`src/rtl/rtc_alarm_pkg.sv`:
```
package rtc_alarm_pkg;

    localparam int REG_W      = 8;
    localparam int NUM_FIELDS = 5;   // month, day, hour, minute, second
    localparam int ADDR_W     = 5;

    localparam logic [ADDR_W-1:0] ALM_BASE  = 5'h0A;
    localparam logic [ADDR_W-1:0] FLAG_ADDR = 5'h0F;

    // bit positions inside the month register and the flags register
    localparam int EN_BIT  = 7;
    localparam int SQW_BIT = 6;
    localparam int AF_BIT  = 6;
    localparam int BL_BIT  = 4;
    localparam int OF_BIT  = 2;

    // field slot order inside the packed alarm/time vectors
    localparam int FLD_MON = 0;

    typedef logic [REG_W-1:0] reg_t;

    typedef struct packed {
        logic alarm;
        logic batt;
        logic osc;
    } flags_t;

    // the upper three fields compare six bits, the lower two compare seven
    function automatic reg_t field_mask(input int idx);
        return (idx < 3) ? reg_t'(8'h3F) : reg_t'(8'h7F);
    endfunction

    function automatic reg_t flags_to_byte(input flags_t f);
        reg_t b;
        b         = '0;
        b[AF_BIT] = f.alarm;
        b[BL_BIT] = f.batt;
        b[OF_BIT] = f.osc;
        return b;
    endfunction

endpackage

```
`src/rtl/rtc_alarm_regs.sv`:
```
module rtc_alarm_regs
    import rtc_alarm_pkg::*;
#(
    parameter int                NF   = NUM_FIELDS,
    parameter logic [ADDR_W-1:0] BASE = ALM_BASE
) (
    input  logic                clk,
    input  logic                rst,
    input  logic                wr_en,
    input  logic [ADDR_W-1:0]   addr,
    input  reg_t                wr_data,
    output reg_t [NF-1:0]       alm_q
);

    always_ff @(posedge clk) begin
        if (rst) begin
            alm_q <= '0;
        end else if (wr_en) begin
            for (int i = 0; i < NF; i++) begin
                if (addr == BASE + ADDR_W'(i)) begin
                    alm_q[i] <= wr_data;
                end
            end
        end
    end

endmodule

```
`src/rtl/rtc_alarm_cmp.sv`:
```
module rtc_alarm_cmp
    import rtc_alarm_pkg::*;
#(
    parameter int NF = NUM_FIELDS
) (
    input  reg_t [NF-1:0] alm,
    input  reg_t [NF-1:0] now,
    output logic          hit
);

    logic [NF-1:0] eq;

    for (genvar i = 0; i < NF; i++) begin : g_field
        localparam reg_t MASK = field_mask(i);
        assign eq[i] = ((alm[i] ^ now[i]) & MASK) == '0;
    end

    assign hit = &eq;

endmodule

```
`src/rtl/rtc_alarm_flags.sv`:
```
module rtc_alarm_flags
    import rtc_alarm_pkg::*;
(
    input  logic   clk,
    input  logic   rst,
    input  logic   alarm_set,
    input  logic   osc_set,
    input  logic   batt_set,
    input  logic   alarm_clr,
    input  logic   osc_clr,
    input  logic   batt_clr,
    output flags_t flags_q
);

    // a set event in the same cycle as a clearing write wins
    always_ff @(posedge clk) begin
        if (rst) begin
            flags_q <= '0;
        end else begin
            flags_q.alarm <= alarm_set | (flags_q.alarm & ~alarm_clr);
            flags_q.osc   <= osc_set   | (flags_q.osc   & ~osc_clr);
            flags_q.batt  <= batt_set  | (flags_q.batt  & ~batt_clr);
        end
    end

endmodule

```
`src/rtl/rtc_alarm_match.sv`:
```
module rtc_alarm_match
    import rtc_alarm_pkg::*;
(
    input  logic       clk,
    input  logic       rst,
    input  logic [4:0] addr,
    input  logic       wr_en,
    input  logic [7:0] wr_data,
    output logic [7:0] rd_data,
    input  logic       tick,
    input  logic [7:0] now_mon,
    input  logic [7:0] now_day,
    input  logic [7:0] now_hour,
    input  logic [7:0] now_min,
    input  logic [7:0] now_sec,
    input  logic       osc_fail_set,
    input  logic       batt_low_set,
    output logic       irq_n,
    output logic       sqw_en
);

    reg_t [NUM_FIELDS-1:0] alm_q;
    reg_t [NUM_FIELDS-1:0] now_vec;
    logic                  hit;
    logic                  flag_wr;
    logic                  alarm_en;
    flags_t                flags_q;

    assign now_vec[0] = now_mon;
    assign now_vec[1] = now_day;
    assign now_vec[2] = now_hour;
    assign now_vec[3] = now_min;
    assign now_vec[4] = now_sec;

    rtc_alarm_regs #(
        .NF   (NUM_FIELDS),
        .BASE (ALM_BASE)
    ) u_regs (
        .clk     (clk),
        .rst     (rst),
        .wr_en   (wr_en),
        .addr    (addr),
        .wr_data (wr_data),
        .alm_q   (alm_q)
    );

    rtc_alarm_cmp #(
        .NF (NUM_FIELDS)
    ) u_cmp (
        .alm (alm_q),
        .now (now_vec),
        .hit (hit)
    );

    assign flag_wr = wr_en && (addr == FLAG_ADDR);

    rtc_alarm_flags u_flags (
        .clk       (clk),
        .rst       (rst),
        .alarm_set (tick & hit),
        .osc_set   (osc_fail_set),
        .batt_set  (batt_low_set),
        .alarm_clr (flag_wr & ~wr_data[AF_BIT]),
        .osc_clr   (flag_wr & ~wr_data[OF_BIT]),
        .batt_clr  (flag_wr & ~wr_data[BL_BIT]),
        .flags_q   (flags_q)
    );

    assign alarm_en = alm_q[FLD_MON][EN_BIT];
    assign sqw_en   = alm_q[FLD_MON][SQW_BIT];
    assign irq_n    = ~(flags_q.alarm & alarm_en);

    always_comb begin
        rd_data = '0;
        for (int i = 0; i < NUM_FIELDS; i++) begin
            if (addr == ALM_BASE + ADDR_W'(i)) begin
                rd_data = alm_q[i];
            end
        end
        if (addr == FLAG_ADDR) begin
            rd_data = flags_to_byte(flags_q);
        end
    end

endmodule

```
`config.mk`:
```
export PLATFORM = sky130hd
export DESIGN_NAME = rtc_alarm_match
export DESIGN_NICKNAME = d
export VERILOG_FILES = /design/src/rtl/rtc_alarm_pkg.sv /design/src/rtl/rtc_alarm_regs.sv /design/src/rtl/rtc_alarm_cmp.sv /design/src/rtl/rtc_alarm_flags.sv /design/src/rtl/rtc_alarm_match.sv
export SDC_FILE = /design/constraint.sdc
export NUM_CORES = 1
export LEC_CHECK = 0
export ABC_AREA = 1
export BUFFER_PORTS_ARGS = -buffer_cell sky130_fd_sc_hd__buf_4
export CORE_MARGIN = 3
export CORE_UTILIZATION = 35
export DETAILED_ROUTE_END_ITERATION = 12
export GPL_TIMING_DRIVEN = 0
export MAX_ROUTING_LAYER = met4
export PLACE_DENSITY = 0.66
export SYNTH_ARGS = -nofsm -noshare
export SYNTH_HDL_FRONTEND = slang
export SYNTH_HIERARCHICAL = 1
export SYNTH_SLANG_ARGS = --single-unit
```
`constraint.sdc`:
```
create_clock -name clk -period 1.7 [get_ports clk]
set_input_delay 0.085 -clock clk [delete_from_list [all_inputs] [get_ports clk]]
set_output_delay 0.085 -clock clk [all_outputs]
set_load 0.005 [all_outputs]
```
Yosys cells after proc, flatten, opt, wreduce, memory -nomap -nowiden. Index checks and enable logic that the tools add are counted.

Eq/ne operators: 6. Multiplexer cells: 6. Bitwise logic cells: 23. Reductions and logical operators: 12.

Operators with widths (number): 2-to-1 mux 8 bit (6); logical NOT 8 bit (5); == test 5 x 4 -> 1 bit (second input constant) (6); XOR 6 bit (3); XOR 7 bit (2); AND reduction 2 bit (5); AND 1 bit (8); inverter 1 bit (7); AND reduction 5 bit (1); OR 1 bit (3); logical AND 1 bit (1).

Bits in registers: 43. Output and inout port bits: 10.

Longest topological paths before layout. Gate-level depths: netlist of run 1.

Depth in word-level cells: 7. Gate-level depth with buffers: 12. Mapped depth without buffers: 12.

Modules after synthesis. Netlist of run 1, hierarchy kept.

By module, submodules not included: rtc_alarm_regs (times used 1, cells each 289, area an instance 1879.3 um2, seq. area each 800.8 um2); rtc_alarm_cmp (times used 1, cells each 168, area an instance 645.6 um2, seq. area each 0.0 um2); rtc_alarm_match (times used 1, cells each 100, area an instance 485.5 um2, seq. area each 0.0 um2); rtc_alarm_flags (times used 1, cells each 15, area an instance 108.9 um2, seq. area each 60.1 um2).

Worst setup path before layout of run 1. OpenSTA, ideal clock, no wires.

Path type: reg-to-reg. Start: register u_regs/alm_q[33] (netlist bit). End: register u_flags/flags_q[2] (netlist name). Setup time: 70 ps. Arrival: 1049 ps. Slack: 581 ps. Stages on the path, launching flop included: 13. Path buffers: 0. Clock period less this slack: 1119 ps. Cells stage by stage: dfxtp_1 -> inv_1 -> nand2_1 -> nand2_1 -> nor2_1 -> nand2_1 -> nor2_1 -> nand2_1 -> nor2_1 -> nand2_1 -> inv_1 -> inv_1 -> a21oi_1.

Word-level cells in the longest chain between the ends: 5.

Ends and longest elaborated chain: from (decl) (line rtc_alarm_regs.sv:12) `output reg_t [NF-1:0] alm_q`; from (signal, indexed assignment) (line rtc_alarm_regs.sv:21) `alm_q[i] <= wr_data;`; XOR 7 bit (line rtc_alarm_cmp.sv:15) `assign eq[i] = ((alm[i] ^ now[i]) & MASK) == '0;`; logical NOT 8 bit (line rtc_alarm_cmp.sv:15); AND reduction 5 bit (line rtc_alarm_cmp.sv:18) `assign hit = &eq;`; named net hit (line rtc_alarm_match.sv:24) `logic hit;`; AND 1 bit (line rtc_alarm_match.sv:60) `.alarm_set (tick & hit),`; OR 1 bit (line rtc_alarm_flags.sv:20) `flags_q.alarm <= alarm_set | (flags_q.alarm & ~alarm_clr);`.

The timed path passes the listed nets, and every way through them passes these cells. A chain may end at the register's enable or synchronous reset.

Worst setup path in the final report of run 1.
Start: register u_regs/alm_q[34] (netlist bit). End: register u_flags/flags_q[2] (netlist name).

Word-level cells in the longest chain between the ends: 5.

Ends and longest elaborated chain (line): XOR 7 bit (rtc_alarm_cmp.sv:15); logical NOT 8 bit (rtc_alarm_cmp.sv:15); AND reduction 5 bit (rtc_alarm_cmp.sv:18); named net hit (rtc_alarm_match.sv:24); AND 1 bit (rtc_alarm_match.sv:60); OR 1 bit (rtc_alarm_flags.sv:20).

The timed path passes the listed nets, and every way through them passes these cells.

==> results of run 1 <==
[worst min-delay path by stage]
stage	start	end	slack [ns]
after global routing	osc_fail_set	u_flags/flags_q[0]$_SDFF_PP0_	0.02
after global placement	rst	u_flags/flags_q[2]$_SDFF_PP0_	0.28
after floorplan	rst	u_flags/flags_q[0]$_SDFF_PP0_	0.15
after CTS	batt_low_set	u_flags/flags_q[1]$_SDFF_PP0_	0.02
final	batt_low_set	u_flags/flags_q[1]$_SDFF_PP0_	0.03
after detailed placement	rst	u_flags/flags_q[0]$_SDFF_PP0_	0.28
[power breakdown]
part	switching (mW)	internal, mW
Sequential	0.0146	1.02
Combinational	0.224	0.164
Clock	0.354	0.476
[synth_stat cells (all sizes together)]
| master | n |
|---|---|
| a21oi | 19 |
| buf | 14 |
| dfxtp | 43 |
| inv | 130 |
| nand2 | 166 |
| nand3 | 63 |
| nand4 | 9 |
| nor2 | 120 |
| o21ai | 5 |
| xor2 | 3 |
[cell families (layout without fill, tap and decap cells)]
| group | Yosys count | after routing | share of synthesized area [%] |
|---|---|---|---|
| AND/OR/NAND/NOR | 358 | 358 | 49.3 |
| buffers and inverters | 144 | 213 | 18.4 |
| flip-flops | 43 | 43 | 27.6 |
| AO/OA/AOI/OAI | 24 | 24 | 3.85 |
| XOR/XNOR | 3 | 3 | 0.843 |
[placed cells by master (no fill, tap or decap)]
cell / Yosys / routed
buf_2: 5 / 5
nor2_4: 4 / 4
buf_6: 2 / 2
o21ai_0: 5 / 5
nand3_2: 2 / 2
nand4_1: 8 / 8
nand2_2: 2 / 2
clkinv_2: 0 / 1
dlygate4sd3_1: 0 / 1
nand2_1: 164 / 164
clkbuf_8: 0 / 6
nand3_1: 59 / 59
nand3_4: 2 / 2
bufinv_16: 0 / 1
inv_2: 2 / 2
nor2_2: 7 / 8
dfxtp_1: 43 / 43
xor2_1: 3 / 3
nor2_1: 109 / 108
nand4_2: 1 / 1
buf_4: 3 / 63
a21oi_1: 19 / 19
buf_1: 4 / 4
inv_1: 128 / 128
[metal layers]
metal,GRT usage [%],vias up
li1,-,1822
met1,24.7,1479
met2,29.9,94
met3,3.34,15
met4,6.84,0
met5,-,-
[sequential cells by signal, summed over array words and instances, names as in the netlist]
| register | count |
|---|---|
| u_regs/alm_q | 40 |
| u_flags/flags_q | 3 |
[through the flow]
| step | setup slack [ns] | area, sq um | std cells | util, % | hold slack [ns] |
|---|---|---|---|---|---|
| after floorplan | 0.581 | 3120 | 572 | - | 0.154 |
| after global placement | 0.154 | 3700 | 737 | 43.9 | 0.277 |
| after detailed placement | 0.131 | 3700 | 737 | 43.9 | 0.279 |
| after CTS | 0.119 | 3830 | 746 | 45.5 | 0.0159 |
| after global routing | 0.000707 | 3830 | 746 | 45.5 | 0.0162 |
| final | 0.155 | 3830 | 746 | 45.5 | 0.0285 |
[repair_timing]
| item | CTS | global route |
|---|---|---|
| gates resized for setup | 0 | 1 |
| hold buffers | 1 | 0 |
| endpoints found under the hold margin | 3 | 0 |
| setup endpoints to repair | 0 | 1 |
[layout make-up]
class | count | area [sq um] | share of cell area [%]
clock buffer | 6 | 82.6 | 2.16
sequential | 43 | 861 | 22.5
buffer | 14 | 85.1 | 2.22
tap | 105 | 131 | 3.43
timing repair buffer | 61 | 460 | 12.0
multi-input combinational | 385 | 1690 | 44.1
clock inverter | 2 | 35.0 | 0.914
inverter | 130 | 488 | 12.7
[worst register-to-register path, delay by kind of cell (launching register included)]
family	cells	cell delay (ns)
AO/OA/AOI/OAI	1	0.12
flip-flops	1	0.40
buffers and inverters	3	0.13
AND/OR/NAND/NOR	8	0.84
==> results.txt, run 1 <==
The run gives 5 as the clock buffer count from CTS. The proportion of layout cells with a drive suffix above 1 is 15.4%. In this run the worst setup path terminates at u_flags/flags_q[2]$_SDFF_PP0_. Row generation in the floorplan step produced 33 rows. The final-layout setup total negative slack was 0 ns; the count of unresolved DRC violations after routing was 0. The worst path required time was 1.94 ns. The tools report the sum of internal, switching and leakage power as 2.25 mW. For this run the aggregate overflow at the end of global routing stands at 0. Dividing the detail-routed wire length by the instance count gives 11.9 um. The run gives 699 as the number of nets in the final layout. The number of storage elements in the synthesis netlist works out to 43. The worst setup path is captured at a register. Routability-driven placement finished with a final weighted congestion of 0.915. dfxtp_1 takes more of the synthesized area than any other cell.

For this run, the top clock speed supported by timing is 647 MHz. The first global-routing pass estimated 14.9 mm of wire. For this design, the slowest cell found on the critical path is dfxtp_1.

The depth of the critical timing path with buffers and inverters included was 12; the synthesis-to-finish area growth was 22.8%. Counting both buffers and inverters, the worst setup path holds a total of 3. The highest layer touched by signal routing is met4.

The area fraction of the dominant cell type after synthesis is 27.6%, and the total via count in the routed design is 3410. VDD sags by at most 0.000299 V. In this design, the stage delay of the slowest critical-path cell is 0.40 ns. The logs give 37.0% for the initial standard-cell utilization of the core and 6 for the number of synthesis warnings. The area of the die is 0.0101 sq mm. The setup slack of the most critical reg-to-reg path is 0.15 ns, and the number of buffers added on ports is 60. The worst path uses 90.9% of the clock period. The logs give 8.91 mm for the routed wire length and 2 for the maximum number of buffers from clock root to sink. Class of the tightest hold or removal check: in2reg. The worst setup path is launched from a register. The tools report the number of max-cap violations as 0. The number of antenna violations at the first check in global routing was 0; the via count of the first global-routing pass was 3208. The slew at the pin with the worst max-slew slack is 0.479 ns. The run finished with clean final reports. Detailed routing placed a total of 601 um of wire on met3. The CTS H-tree depth came out at 2. In this run the count of I/O pins placed on the die edge is 69.

The number of cells traversed by the worst register-to-register path was 12; the final worst clock skew was 0.00728 ns. Number of failing hold endpoints at the final stage: 0. In this run the horizontal extent of the chip is 100 um. At the worst endpoint, the arrival time is 1.78 ns.

Yosys attributes the largest share of cell area to dfxtp_1 28%, nand2_1 20%, inv_1 15%. The average instance area after synthesis works out to 5.45 sq um. The power density over cell area was 588 mW/mm^2; the number of buffers inserted by post-CTS setup repair was 0. The synthesized cell area was 0.00312 sq mm.

Counting I/O delays and the setup requirement, the final critical path takes 1.55 ns. Once detail routing completed, the nets flagged for antenna violations numbered 0. The sum of net half-perimeters after detailed placement is 7.14 mm. Setup repair after global routing left no endpoint under its margin. Along the worst path, the maximum fanout reaches 4. Before antenna repair, the detailed router went through 4 iterations. The signal on the critical path passes through nand2_1, inv_1, nor2_1, nor2_1, nand2_1, nor2_1, nand2_1, nor2_2, nand2_1, inv_1, inv_1, a21oi_1. At the later pin of the worst-skew pair, clock insertion delay measures 0.30 ns. For this run, the total global-route usage over all layers was measured as 19.1%.

Dividing the detail-routed via count by the number of cells gives 4.57. For the standby leakage power, the log shows 2.01 nW. The tools report the reg-to-reg endpoint as u_flags/flags_q[2]$_SDFF_PP0_.

The startpoint identified for the worst register-to-register timing path is u_regs/alm_q[34]$_SDFFE_PP0P_. After technology mapping, the gate count stands at 572. The largest net degree at the start of global routing was 14; the starting DRC count in detailed routing was 190. The worst pin sits at a relative slew slack of 68.0%. From bottom edge to top edge, the die measures 100 um. The cell that appears most often on the critical path is nand2_1. For the net count after synthesis, the log shows 631. The core region area is 0.00842 sq mm, and the final max-slew violation count is 0.

Fill cells in the final layout number 943. 0 antenna diodes ended up in the layout. The top cell family by delay on the critical path was simple AND/OR/NAND/NOR gates. The tools report the startpoint of the most critical setup path as u_regs/alm_q[34]$_SDFFE_PP0P_. After clock tree synthesis, the clock-pin slew on the worst setup and hold paths is 0.08 ns. The wire length on met1 is 4.17 mm, and the number of clock sinks seen by CTS is 43. TritonCTS built the clock tree.

The tools report the clock tree root buffer cell as clkbuf_8. The run gives 27.6% as the sequential share of the synthesized area. The critical path is of the reg2reg type.

The number of instances on the worst hold path came out at 3. The routed design uses 3.99 mm of met2 wire. Number of distinct library cell variants in the gate-level netlist after synthesis: 20. The run gives 0 as the number of endpoints failing setup at the final stage.
Note: power is estimated with default switching activity, not from simulation.
==> run 2, diff against run 1 <==
==> constraint.sdc (replaced) <==
create_clock -name clk -period 1.7 [get_ports clk]
set_input_delay 0.085 -clock clk [delete_from_list [all_inputs] [get_ports clk]]
set_output_delay 0.085 -clock clk [all_outputs]
set_load 0.1 [all_outputs]
==> run 2 against run 1 <==
  * Die area unchanged
  * Clock power rose by 15%
  * Utilization rose by 0.34 points
==> results.txt, run 2 (synthesized netlist as in run 1, its figures left out) <==
The tools report the critical path endpoint category as a register. The count of unresolved DRC violations after routing was 0 (unchanged). The tools report the final worst clock skew as 0.00891 ns (+0.00164 ns).

The detailed-route vias per instance was 4.55 (-0.50%). Via count of the first global-routing pass: 3133 (-2.3%). The tools report the number of failing hold endpoints at the final stage as 0 (unchanged). The tools report the maximum number of buffers from clock root to sink as 2 (unchanged). Number of top-level pins: 69 (unchanged). The largest registers in the layout are u_regs/alm_q x40, u_flags/flags_q x3. For the arrival time reported for the critical path endpoint, the log shows 1.78 ns (about the same). By startpoint and endpoint, the worst setup path is classified as reg2reg. Commonest non-fill, non-tap cell in the layout: nand2_1. The final cell count without fillers was 746 (unchanged). The run finished with clean final reports.

The flip-flop count of the largest register after layout was 40 (unchanged). The power density over cell area was 624 mW/mm^2 (+6.1%); the cell area reported after detailed placement was 0.00371 sq mm (+0.37%). The worst max-slew margin expressed relative to the limit was 65.6% (-2.5 points). The insertion delay to the later sink of the worst-skew pair is 0.30 ns (about the same). For the final weighted congestion in routability-driven placement, the log shows 0.950 (+3.8%). The global route total overflow is 0 (unchanged), and the final max-slew violation count is 0 (unchanged). The all-layer global routing usage was 19.5% (+0.46 points).

The number of buffers added on ports is 60 (unchanged), and the placement row count is 33 (unchanged). The slew at the pin with the worst max-slew slack was 0.517 ns (+0.0373 ns); the area of combinational cells with multiple inputs was 0.00170 sq mm (+0.74%). The number of antenna violations at the first check in global routing came out at 0 (unchanged). The min-delay analysis places its worst path in the category in2reg. The die width is 100 um (unchanged), and the standby leakage power is 2.01 nW (+0.11%). The logs give 9.17 mm (+2.9%) for the routed wire length and 699 (unchanged) for the number of nets in the final layout. The number of detailed-routing iterations run before antenna repair was 5 (+1); the initial standard-cell utilization of the core was 37.0% (unchanged). The shortest clock period the worst path allows after layout is 1.54 ns (-0.00773 ns). The die boundary height came out at 100 um (unchanged). From synthesis to final layout, the design area changed by 23.7%. The placed instance count is 737 (unchanged).

For the sum of internal, switching and leakage power, the log shows 2.41 mW (+6.9%). The run gives 0 (unchanged) as the number of endpoints failing setup at the final stage. Setup repair after global routing left no endpoint under its margin.

The tools report the number of max-cap violations as 0 (unchanged). The clock buffer count from CTS is 5 (unchanged), and the remaining number of nets flagged by the antenna check after routing is 0 (unchanged). The worst setup path is launched from a register. The proportion of layout cells with a drive suffix above 1 was 16.2% (+0.78 points); the worst ir drop on vdd was 0.000344 V (+15%). The final period utilization was 90.4% (-0.45 points); the starting DRC count in detailed routing was 266 (+40%).

The logs give 935 (-0.85%) for the total of fill cells in the finished design and 43 (unchanged) for the number of clock sinks seen by CTS. The wire length of the first global-routing pass was 15.0 mm (+0.83%); the CTS H-tree depth was 2 (unchanged). For the area of all placed cells without fillers, the log shows 0.00386 sq mm (+0.75%). In the layout the commonest cells are 164 x nand2_1, 128 x inv_1, 103 x nor2_1, 63 x buf_4, 59 x nand3_1. The tools report the worst path required time as 1.94 ns (about the same).

In this run the clock root is driven by a clkbuf_8. The run gives 14 (unchanged) as the largest net degree at the start of global routing. The run gives 0 ns (unchanged) as the final-layout setup total negative slack. The most flop-heavy register is u_regs/alm_q.

The clock-pin slew reported for the worst setup and hold paths after clock tree synthesis was 0.09 ns (about the same); the count of antenna diodes in the layout was 0 (unchanged). The area of the die is 0.0101 sq mm (unchanged). TritonCTS built the clock tree. Sum of net half-perimeters after detailed placement: 7.22 mm (+1.1%).

The tools report the core region area as 0.00842 sq mm (unchanged). The area occupied by registers is 862 sq um (+0.15%), and the total via count in the routed design is 3393 (-0.50%). For the achievable frequency, the log shows 650 MHz (+0.50%). The maximum fanout count along the critical path is 4 (unchanged).

The routed wire length per instance was 12.3 um (+2.9%).
==> run 2: cell types whose count changed in the layout (fill, tap and decap cells not counted) <==
cell and change:
nor2_1 -5, nor2_2 +5, bufinv_16 +1, clkbuf_1 +1, clkbuf_8 -1, clkinv_2 -1, dfxtp_1 -1, dfxtp_2 +1
==> run 2: metrics by stage <==
stage	utilization [%]	hold WS (ns)	setup WS [ns]
6_report	45.8	0.0207	0.163
5_1_grt	45.8	0.0103	0.0250
4_1_cts	45.8	0.0167	0.0828
3_5_place_dp	44.1	0.273	0.105
3_3_place_gp	44.1	0.274	0.141
2_1_floorplan	-	0.154	-0.00742
==> run 2: worst paths after layout <==
check / start / end / slack (ns) / cells after the start
setup / recovery: u_regs/alm_q[37]$_SDFFE_PP0P_ / u_flags/flags_q[2]$_SDFF_PP0_ / 0.16 / 12
hold / removal: osc_fail_set / u_flags/flags_q[0]$_SDFF_PP0_ / 0.02 / 3
setup reg to reg: u_regs/alm_q[37]$_SDFFE_PP0P_ / u_flags/flags_q[2]$_SDFF_PP0_ / 0.16 / 12
hold reg to reg: u_flags/flags_q[0]$_SDFF_PP0_ / u_flags/flags_q[0]$_SDFF_PP0_ / 0.46 / 2
==> run 2: final cells by class <==
cell class                      instances  area share (%)
Timing Repair Buffer                   61            11.9
Clock buffer                            6            1.88
Multi-Input combinational cell        385            44.1
Buffer                                 14            2.20
Tap cell                              105            3.40
Inverter                              130            12.6
Clock inverter                          2            1.56
Sequential cell                        43            22.3
==> run 2: power breakdown <==
part,internal (mW),total [mW],switching (mW)
logic,0.165,0.416,0.251
clock network,0.588,0.957,0.370
registers,1.02,1.04,0.0146
total,1.77,2.41,0.635
==> run 2: timing repair <==
| item | CTS | global route |
|---|---|---|
| hold endpoints to repair | 3 | 0 |
| setup endpoints to repair | 0 | 1 |
| buffers inserted | 0 | 0 |
| resized for setup | 0 | 1 |
| hold buffers | 1 | 0 |
==> run 2: critical path, stage by stage, from the launching register on <==
cell	delay, ns
dfxtp_1	0.38
inv_1	0.06
nand2_1	0.05
nand2_1	0.05
nor2_1	0.15
nand2_1	0.10
nor2_1	0.16
nand2_1	0.08
nor2_2	0.18
nand2_1	0.07
inv_1	0.05
inv_1	0.03
a21oi_1	0.12
==> run 2: layer usage <==
metal / wire length (um) / global-route usage [%] / share of wire (%)
met1: 4440 / 26.0 / 48
met5: 0 / - / 0
met4: 213 / 6.84 / 2.3
met3: 431 / 2.85 / 4.7
met2: 4090 / 30.3 / 45
==> run 3, diff against run 2 <==
--- a/config.mk
+++ b/config.mk
@@ -12,7 +12,8 @@
 export DETAILED_ROUTE_END_ITERATION = 12
 export GPL_TIMING_DRIVEN = 0
 export MAX_ROUTING_LAYER = met4
-export PLACE_DENSITY = 0.66
+export PLACE_DENSITY = 0.57
+export RECOVER_POWER = 25
 export SYNTH_ARGS = -nofsm -noshare
 export SYNTH_HDL_FRONTEND = slang
 export SYNTH_HIERARCHICAL = 1
==> run 3 against run 2 <==
  * Wire length is 0.57% higher
  * Largest power group unchanged
  * Global-route usage is 0.48 points lower
  * Clock skew is 0.0012 ns higher
  * Highest routed layer unchanged
  * Hold slack better by 0.0060 ns
  * Largest cell class unchanged
  * Critical path depth is 7 lower
  * Combinational power is 1% lower
  * Utilization is 0.80 points lower
==> results.txt, run 3 (synthesized netlist as in run 1, its figures left out) <==
The number of endpoints failing setup at the final stage was 0 (unchanged); the number of antenna violations at the first check in global routing was 0 (unchanged). The most flop-heavy register was u_regs/alm_q. The area of the die was 0.0101 sq mm (unchanged); the number of instances on the worst hold path was 3 (unchanged). The number of detailed-routing iterations run before antenna repair came out at 4 (-1).

For the total via count in the routed design, the log shows 3330 (-1.9%). Setup repair after global routing left no endpoint under its margin. The count of antenna diodes in the layout was 0 (unchanged). The worst setup path is of the reg2out kind. The min-delay analysis places its worst path in the category in2reg.

The number of cells traversed by the worst register-to-register path works out to 12 (unchanged). The run gives 69 (unchanged) as the number of top-level pins. The slowest stage of the critical path belongs to the cell dfxtp_1. Count of unresolved DRC violations after routing: 0 (unchanged).

The top cell types in the final layout, fill and taps aside, are 164 x nand2_1, 128 x inv_1, 103 x nor2_1, 60 x nand3_1, 59 x buf_4. The tools report the via count of the first global-routing pass as 3115 (-0.57%). Beginning of the worst register-to-register path: u_regs/alm_q[34]$_SDFFE_PP0P_.

The number of clock sinks seen by CTS is 43 (unchanged), and the standby leakage power is 1.98 nW (-1.6%). Traced cell by cell, the critical path runs through nand4_1, nand3_1, nor2_1, nand3_1, buf_4. Initial standard-cell utilization of the core: 37.0% (unchanged). The final period utilization is 92.4% (+1.9 points), and the insertion delay to the later sink of the worst-skew pair is 0.30 ns (about the same). The run finished with clean final reports. The logs give 2.09 mW (-13%) for the sum of internal, switching and leakage power and 637 MHz (-2.1%) for the achievable frequency. In this run the worst setup path begins at u_regs/alm_q[2]$_SDFFE_PP0P_. Final weighted congestion in routability-driven placement: 0.915 (-3.7%).

The flip-flop count of the largest register after layout was 40 (unchanged). The power density over cell area came out at 552 mW/mm^2 (-12%). For the core region area, the log shows 0.00842 sq mm (unchanged). The tools report the largest net degree at the start of global routing as 13 (-1). For the number of failing hold endpoints at the final stage, the log shows 0 (unchanged). Critical path endpoint category: an output pin. The arrival time reported for the critical path endpoint was 1.49 ns (-0.29 ns). In this run the critical register-to-register path is captured at u_flags/flags_q[2]$_SDFF_PP0_. Most numerous cell on the critical path: nand3_1.

The logs give 19.1% (-0.48 points) for the all-layer global routing usage and 45.0% (-0.80 points) for the utilization after layout. The run gives 0 (unchanged) as the remaining number of nets flagged by the antenna check after routing. The starting DRC count in detailed routing came out at 158 (-41%). The tools report the final cell count without fillers as 746 (unchanged). From synthesis to final layout, the design area changed by 21.6%. The worst hold path terminates at u_flags/flags_q[0]$_SDFF_PP0_. The maximum number of buffers from clock root to sink is 2 (unchanged). The maximum fanout count along the critical path was 3 (-1); the worst max-slew margin expressed relative to the limit was 64.2% (-1.4 points). The die boundary height came out at 100 um (unchanged). The library cell used most frequently in the layout, excluding fill and tap cells, is nand2_1.

The run gives 7.31 mm (+1.2%) as the sum of net half-perimeters after detailed placement. The tree is rooted in a clkbuf_8. The routed wire length per instance is 12.4 um (+0.57%). The largest registers in the layout are u_regs/alm_q x40, u_flags/flags_q x3. The clock-pin slew reported for the worst setup and hold paths after clock tree synthesis works out to 0.09 ns (about the same).

Final worst clock skew: 0.0101 ns (+0.00124 ns). The number of buffers added on ports was 60 (unchanged); the CTS H-tree depth was 2 (unchanged). The placement row count was 33 (unchanged). TritonCTS built the clock tree. The largest stage delay on the critical path was 0.35 ns (-0.03 ns); the die width was 100 um (unchanged).

The worst ir drop on vdd is 0.000288 V (-16%), and the slew at the pin with the worst max-slew slack is 0.540 ns (+0.0234 ns). Global route total overflow: 0 (unchanged). For the final hold slack, the log shows 0.0267 ns (+0.00598 ns). The setup slack of the most critical reg-to-reg path is 0.17 ns (about the same).

The proportion of layout cells with a drive suffix above 1 is 15.8% (-0.47 points). The run gives 0 (unchanged) as the number of max-cap violations. The worst hold path begins at osc_fail_set.

The final max-slew violation count was 0 (unchanged); the wire length of the first global-routing pass was 14.5 mm (-3.1%). The worst path required time is 1.62 ns (-0.32 ns). The logs give 951 (+1.7%) for the total of fill cells in the finished design and 737 (unchanged) for the placed instance count. The logs give 9.23 mm (+0.57%) for the routed wire length and 0 (unchanged) for the number of buffers inserted by post-CTS setup repair. The detailed-route vias per instance works out to 4.46 (-1.9%). The number of nets in the final layout is 699 (unchanged). The sort of element at the start of the critical path was a register. For the clock buffer count from CTS, the log shows 5 (unchanged). The shortest clock period the worst path allows after layout works out to 1.57 ns (+0.0330 ns).
==> run 3: layer usage <==
metal | wire length [um] | track usage [%]
met2 | 4090 | 30.2
met3 | 499 | 2.43
met1 | 4450 | 25.2
met5 | 0 | -
met4 | 187 | 6.32
==> run 3: critical path, delay by kind of cell, from the launching register on <==
| kind | cells | cell delay [ns] |
|---|---|---|
| flip-flops | 1 | 0.35 |
| AND/OR/NAND/NOR | 4 | 0.59 |
| buffers and inverters | 1 | 0.25 |
==> run 3: how the worst max path moves through the flow <==
stage	end
global placement	u_flags/flags_q[2]$_SDFF_PP0_
detailed placement	u_flags/flags_q[2]$_SDFF_PP0_
CTS	u_flags/flags_q[2]$_SDFF_PP0_
global route	u_flags/flags_q[2]$_SDFF_PP0_
floorplan	rd_data[6]
finish	rd_data[2]
==> run 3: power by group <==
group / switching (mW) / internal (mW) / total, mW
Clock: 0.357 / 0.289 / 0.646
Sequential: 0.0142 / 1.02 / 1.04
Combinational: 0.249 / 0.162 / 0.411
==> run 3: layout make-up <==
cell class	count	area [sq um]	share of cell area [%]
tap	105	131	3.46
multi-input combinational	385	1700	44.7
sequential	43	863	22.8
clock buffer	7	76.3	2.01
inverter	130	488	12.9
timing repair buffer	61	448	11.8
buffer	14	85.1	2.24
clock inverter	1	5.00	0.132
==> run 3: metrics by stage <==
step           cell area, sq um  setup WS (ns)  TNS [ns]
2_1_floorplan              3130       -0.00742  -0.00742
3_3_place_gp               3710          0.123         0
3_5_place_dp               3710         0.0888         0
4_1_cts                    3810         0.0720         0
5_1_grt                    3790         0.0351         0
6_report                   3790          0.130         0
==> run 3: repair_timing <==
item	CTS	global route
setup endpoints to repair	0	1
hold buffers	1	0
hold endpoints to repair	3	0
resized for setup	0	2
